**config.mk**
```make
export PLATFORM = sky130hd
export DESIGN_NAME = ctl_step_seq
export DESIGN_NICKNAME = d
export VERILOG_FILES = /design/src/rtl/ctl_seq_pkg.sv /design/src/rtl/ctl_onehot_dec.sv /design/src/rtl/ctl_step_counter.sv /design/src/rtl/ctl_step_seq.sv
export SDC_FILE = /design/constraint.sdc
export NUM_CORES = 1
export LEC_CHECK = 0
export ABC_AREA = 1
export BUFFER_PORTS_ARGS = -buffer_cell sky130_fd_sc_hd__buf_2
export CORE_MARGIN = 10
export CORE_UTILIZATION = 29
export CTS_BUF_LIST = sky130_fd_sc_hd__clkbuf_8
export CTS_CLUSTER_DIAMETER = 50
export CTS_CLUSTER_SIZE = 14
export DETAILED_ROUTE_END_ITERATION = 10
export PLACE_DENSITY = 0.47
export SYNTH_ARGS = -nofsm -noshare
export SYNTH_HDL_FRONTEND = slang
export SYNTH_HIERARCHICAL = 1
export SYNTH_SLANG_ARGS = --single-unit
```
**constraint.sdc**
```tcl
create_clock -name clk -period 1.91 [get_ports clk]
set_input_delay 0.0955 -clock clk [delete_from_list [all_inputs] [get_ports clk]]
set_output_delay 0.0955 -clock clk [all_outputs]
set_load 0.02 [all_outputs]
```
**src/rtl/ctl_seq_pkg.sv**
```systemverilog
package ctl_seq_pkg;

  // Action the step counter takes at the coming edge.
  typedef enum logic [1:0] {
    ACT_HOLD  = 2'd0,
    ACT_ADV   = 2'd1,
    ACT_WRAP  = 2'd2,
    ACT_CLEAR = 2'd3
  } step_act_e;

  // Counter width needed to index a given number of steps.
  function automatic int step_cnt_width(input int n_steps);
    return (n_steps < 2) ? 1 : $clog2(n_steps);
  endfunction

endpackage

```
**src/rtl/ctl_onehot_dec.sv**
```systemverilog
module ctl_onehot_dec #(
  parameter int IN_W  = 3,
  parameter int OUT_N = 8
) (
  input  logic [IN_W-1:0]  sel,
  output logic [OUT_N-1:0] lines
);

  // One comparator per output; codes with no output line are dropped.
  for (genvar i = 0; i < OUT_N; i++) begin : g_line
    assign lines[i] = (sel == IN_W'(i));
  end

endmodule

```
**src/rtl/ctl_step_counter.sv**
```systemverilog
module ctl_step_counter
  import ctl_seq_pkg::*;
#(
  parameter int NUM_STEPS = 7,
  parameter int CNT_W     = step_cnt_width(NUM_STEPS)
) (
  input  logic             clk,
  input  logic             rst,
  input  logic             run_en,
  input  logic             end_step,
  output logic [CNT_W-1:0] cnt_q,
  output logic [CNT_W-1:0] cnt_d
);

  step_act_e act;
  logic      out_of_range;

  assign out_of_range = (int'(cnt_q) >= NUM_STEPS);

  // END outranks the run qualifier; run acts as a clock enable.
  always_comb begin
    if (end_step)          act = ACT_CLEAR;
    else if (!run_en)      act = ACT_HOLD;
    else if (out_of_range) act = ACT_WRAP;
    else                   act = ACT_ADV;
  end

  always_comb begin
    unique case (act)
      ACT_CLEAR: cnt_d = '0;
      ACT_WRAP:  cnt_d = '0;
      ACT_ADV:   cnt_d = cnt_q + CNT_W'(1);
      default:   cnt_d = cnt_q;
    endcase
  end

  always_ff @(posedge clk) begin
    if (rst) cnt_q <= '0;
    else     cnt_q <= cnt_d;
  end

  // an enabled edge inside the step range increments by one
  p_advance_r2: assert property (@(posedge clk) disable iff (rst)
    (run_en && !end_step && !out_of_range) |=> (cnt_q == $past(cnt_q) + CNT_W'(1)));

  // no run, no END: the count is frozen
  p_hold_r3: assert property (@(posedge clk) disable iff (rst)
    (!run_en && !end_step) |=> $stable(cnt_q));

  // an unused value returns to zero on the next enabled edge
  p_wrap_r5: assert property (@(posedge clk) disable iff (rst)
    (run_en && !end_step && out_of_range) |=> (cnt_q == '0));

endmodule

```
**src/rtl/ctl_step_seq.sv**
```systemverilog
module ctl_step_seq
  import ctl_seq_pkg::*;
#(
  parameter int NUM_STEPS = 7,
  parameter int OPC_W     = 3
) (
  input  logic                  clk,
  input  logic                  rst,
  input  logic                  run_en,
  input  logic                  end_step,
  input  logic [OPC_W-1:0]      opcode,
  output logic [NUM_STEPS-1:0]  step_t,
  output logic [2**OPC_W-1:0]   instr_line
);

  localparam int CNT_W   = step_cnt_width(NUM_STEPS);
  localparam int INSTR_N = 2 ** OPC_W;
  localparam logic [NUM_STEPS-1:0] T1_ONLY   = NUM_STEPS'(1);
  localparam logic [INSTR_N-1:0]   ONE_INSTR = INSTR_N'(1);

  logic [CNT_W-1:0]     cnt_q;
  logic [CNT_W-1:0]     cnt_d;
  logic [NUM_STEPS-1:0] step_dec;
  logic [INSTR_N-1:0]   instr_dec;

  ctl_step_counter #(
    .NUM_STEPS (NUM_STEPS),
    .CNT_W     (CNT_W)
  ) u_cnt (
    .clk      (clk),
    .rst      (rst),
    .run_en   (run_en),
    .end_step (end_step),
    .cnt_q    (cnt_q),
    .cnt_d    (cnt_d)
  );

  // Decode the next count so the registered strobe lines up with the counter.
  ctl_onehot_dec #(
    .IN_W  (CNT_W),
    .OUT_N (NUM_STEPS)
  ) u_step_dec (
    .sel   (cnt_d),
    .lines (step_dec)
  );

  ctl_onehot_dec #(
    .IN_W  (OPC_W),
    .OUT_N (INSTR_N)
  ) u_instr_dec (
    .sel   (opcode),
    .lines (instr_dec)
  );

  always_ff @(posedge clk) begin
    if (rst) begin
      step_t     <= T1_ONLY;
      instr_line <= '0;
    end else begin
      step_t     <= step_dec;
      instr_line <= instr_dec;
    end
  end

  // reset leaves only T1 and no instruction line
  p_reset_state_r1: assert property (@(posedge clk)
    rst |=> (step_t == T1_ONLY && instr_line == '0));

  // END clears to T1 even with run low
  p_end_to_t1_r4: assert property (@(posedge clk) disable iff (rst)
    end_step |=> (step_t == T1_ONLY));

  // held counter means held strobes
  p_strobe_hold_r3: assert property (@(posedge clk) disable iff (rst)
    (!run_en && !end_step) |=> $stable(step_t));

  // one strobe inside the range, none outside it
  p_strobe_onehot_r6: assert property (@(posedge clk) disable iff (rst)
    (int'(cnt_q) < NUM_STEPS) ? $onehot(step_t) : (step_t == '0));

  // instruction line follows the sampled opcode
  p_instr_match_r7: assert property (@(posedge clk) disable iff (rst)
    1'b1 |=> (instr_line == (ONE_INSTR << $past(opcode))));

  // exactly one instruction line after a live edge
  p_instr_onehot_r8: assert property (@(posedge clk)
    !rst |=> $onehot(instr_line));

endmodule

```
==> results.md <==
- CTS sink cnt: 18
- Register area share after synthesis: 51.2%
- Io pins: 22
- Min-delay worst type: input port to register
- Hold depth: 4
- Number of diodes: 0
- Achievable frequency: 669 MHz
- H-tree Lvls: 1
- DRC errors left: 0
- Post-CTS Resized: 0
- First-pass GRT wire length: 2610 µm
- Vias: 636
- Synth Instances: 99
- Cell area after synthesis: 703 µm²
- Post-Syn Nets: 108
- Status: complete, no violations
- Max IR drop VDD: 0.578 mV
- Clock skew: 0.00489 ns
- Die Ht: 69.2 µm
- Period utilization: 78.2%
- CTS Root Cell: clkbuf_8
- GRT Util Overall: 6.45%
- Die Wd: 69.2 µm
- TNS Setup: 0 ns
- Final ANT Viol Nets: 0
- Routed len/inst: 9.25 µm
- Relative slew slack: 80.0%
- Crit start category: register
- P_leak: 0.476 nW
- Port Buf Inserts: 21
- Die area: 4790 µm²
- DR WL met3: 151 µm
- Syn_area_per_cell: 7.10 µm²
- Number of global-route vias before repair: 667
- Share of layout cells above drive strength 1: 24.4%
- Crit end category: register
- Row count: 17
- Post-DP HPWL: 1140 µm
- Layout area overhead: 26.2%
- Power Dens Cells: 858 nW/µm²
- Uppermost layer routed: met4
- TritonCTS clock tree: done
- Crit path time final: 1.49 ns
- Worst r2r path cells: 10
- YS warnings: 6
- Pre-antenna DRT Iters: 4
- Starting Density: 31.2%
- RSZ-0062 raised after global routing: false
- Max_cap viols: 0
- M1 WL: 573 µm
- Final hold vios: 0
- Max FO, Critical Path: 4
- Met2 routed wirelength: 662 µm
- TritonCTS Buffers: 3
- Critical Path RT: 2.04 ns
- Initial DRC Count: 15
- Seq cells post-synth: 18
- Nets@finish: 133
- Detailed-route vias per instance: 4.21
- Reg2reg setup slack: 0.42 ns
- CP Class: register to register
- Utilization after layout: 39.3%
- Worst path arrival time: 1.62 ns
- Core area: 2250 µm²
- Skew-Pair Late Insertion Delay: 0.25 ns
- Grt total ovfl: 0
- Clock Path Buffers: 2
- Cts hold-fix bufs: 0
- Reg clk slew, reported paths: 0.07 ns
- Pin count of the biggest net entering global routing: 19
- Post-synthesis cell type count: 13
- Final-report max-slew violation count: 0
- Post-CTS Repair Setup Buffers: 0
- DRT Wirelength: 1400 µm
- Worst-Margin Slew: 0.301 ns
- Final setup vio count: 0
- Initial antenna violation count: 0
- Routability cong.: 0.727
## metal layers
layer | GRT usage, % | vias to the layer above
met1 | 5.97 | 288
met2 | 10.7 | 17
li1 | - | 329
met5 | 0 | -
met4 | 2.00 | 0
met3 | 4.99 | 2
## layout by cell type (no fill, tap or decap), drive strengths merged
cell type	n
inv	25
o21ai	2
nand3	3
nor2	32
clkbuf	4
a21oi	2
nand2	14
dfxtp	18
ha	2
buf	21
## critical path, stage by stage (launching register included)
cell,delay [ns]
dfxtp_1,0.32
ha_1,0.20
ha_1,0.20
nor2_2,0.13
nand3_1,0.11
nand2_1,0.14
inv_1,0.07
nand2_1,0.07
nor2_1,0.05
inv_1,0.04
nor2_1,0.03
## cell type report
type | count | area, µm²
fill | 259 | 1370
sequential | 18 | 360
multi-input combinational | 55 | 238
timing repair buffer | 21 | 105
inverter | 25 | 93.8
clock buffer | 4 | 55.1
tap | 28 | 35.0
## cells by family (layout without fill, tap and decap cells)
kind of cell    after synthesis  in the layout  share of synthesized area [%]
fa+ha+maj                     2              2                           3.56
buf+inv                      26             50                           14.9
flops                        18             18                           51.2
compound gates                4              4                           2.85
simple gates                 49             49                           27.4
## synthesized netlist by cell type
| cell | instances | area (µm²) |
|---|---|---|
| nor2_1 | 31 | 116 |
| inv_1 | 22 | 82.6 |
| dfxtp_1 | 18 | 360 |
| nand2_1 | 13 | 48.8 |
| inv_2 | 3 | 11.3 |
| nand3_1 | 3 | 15.0 |
| a21oi_1 | 2 | 10.0 |
| ha_1 | 2 | 25.0 |
| buf_6 | 1 | 11.3 |
| nand2_2 | 1 | 6.26 |
| nor2_2 | 1 | 6.26 |
| o21ai_0 | 1 | 5.00 |
| o21ai_1 | 1 | 5.00 |
## through the flow
step                      total power, mW  cell area [µm²]  setup slack (ns)  std cells  hold WS [ns]
after floorplan                     0.446              703             0.589         99         0.165
after global placement              0.470              832             0.473        147         0.404
final                               0.762              887             0.416        151         0.137
after CTS                           0.780              887             0.400        151         0.130
after detailed placement            0.471              832             0.425        147         0.404
after global routing                0.807              887             0.244        151         0.159
## power by group
part	total, mW	switching (mW)	leakage (nW)	internal [mW]
combinational	0.0718	0.0485	0.301	0.0234
clock	0.301	0.118	0.0288	0.183
sequential	0.389	0.00303	0.146	0.386
## final timing paths
check | end | from
worst min register to register | u_cnt/cnt_q[1] | u_cnt/cnt_q[1]
worst min-delay path | instr_line[1] | opcode[2]
worst max-delay path | step_t[3] | u_cnt/cnt_q[0]
worst max register to register | step_t[3] | u_cnt/cnt_q[0]
## state kept, by name, indices dropped and copies added, names as in the netlist
register,count
instr_line,8
u_cnt/cnt_q,3
step_t,7
No activity file was read; power rests on OpenSTA's default activity.
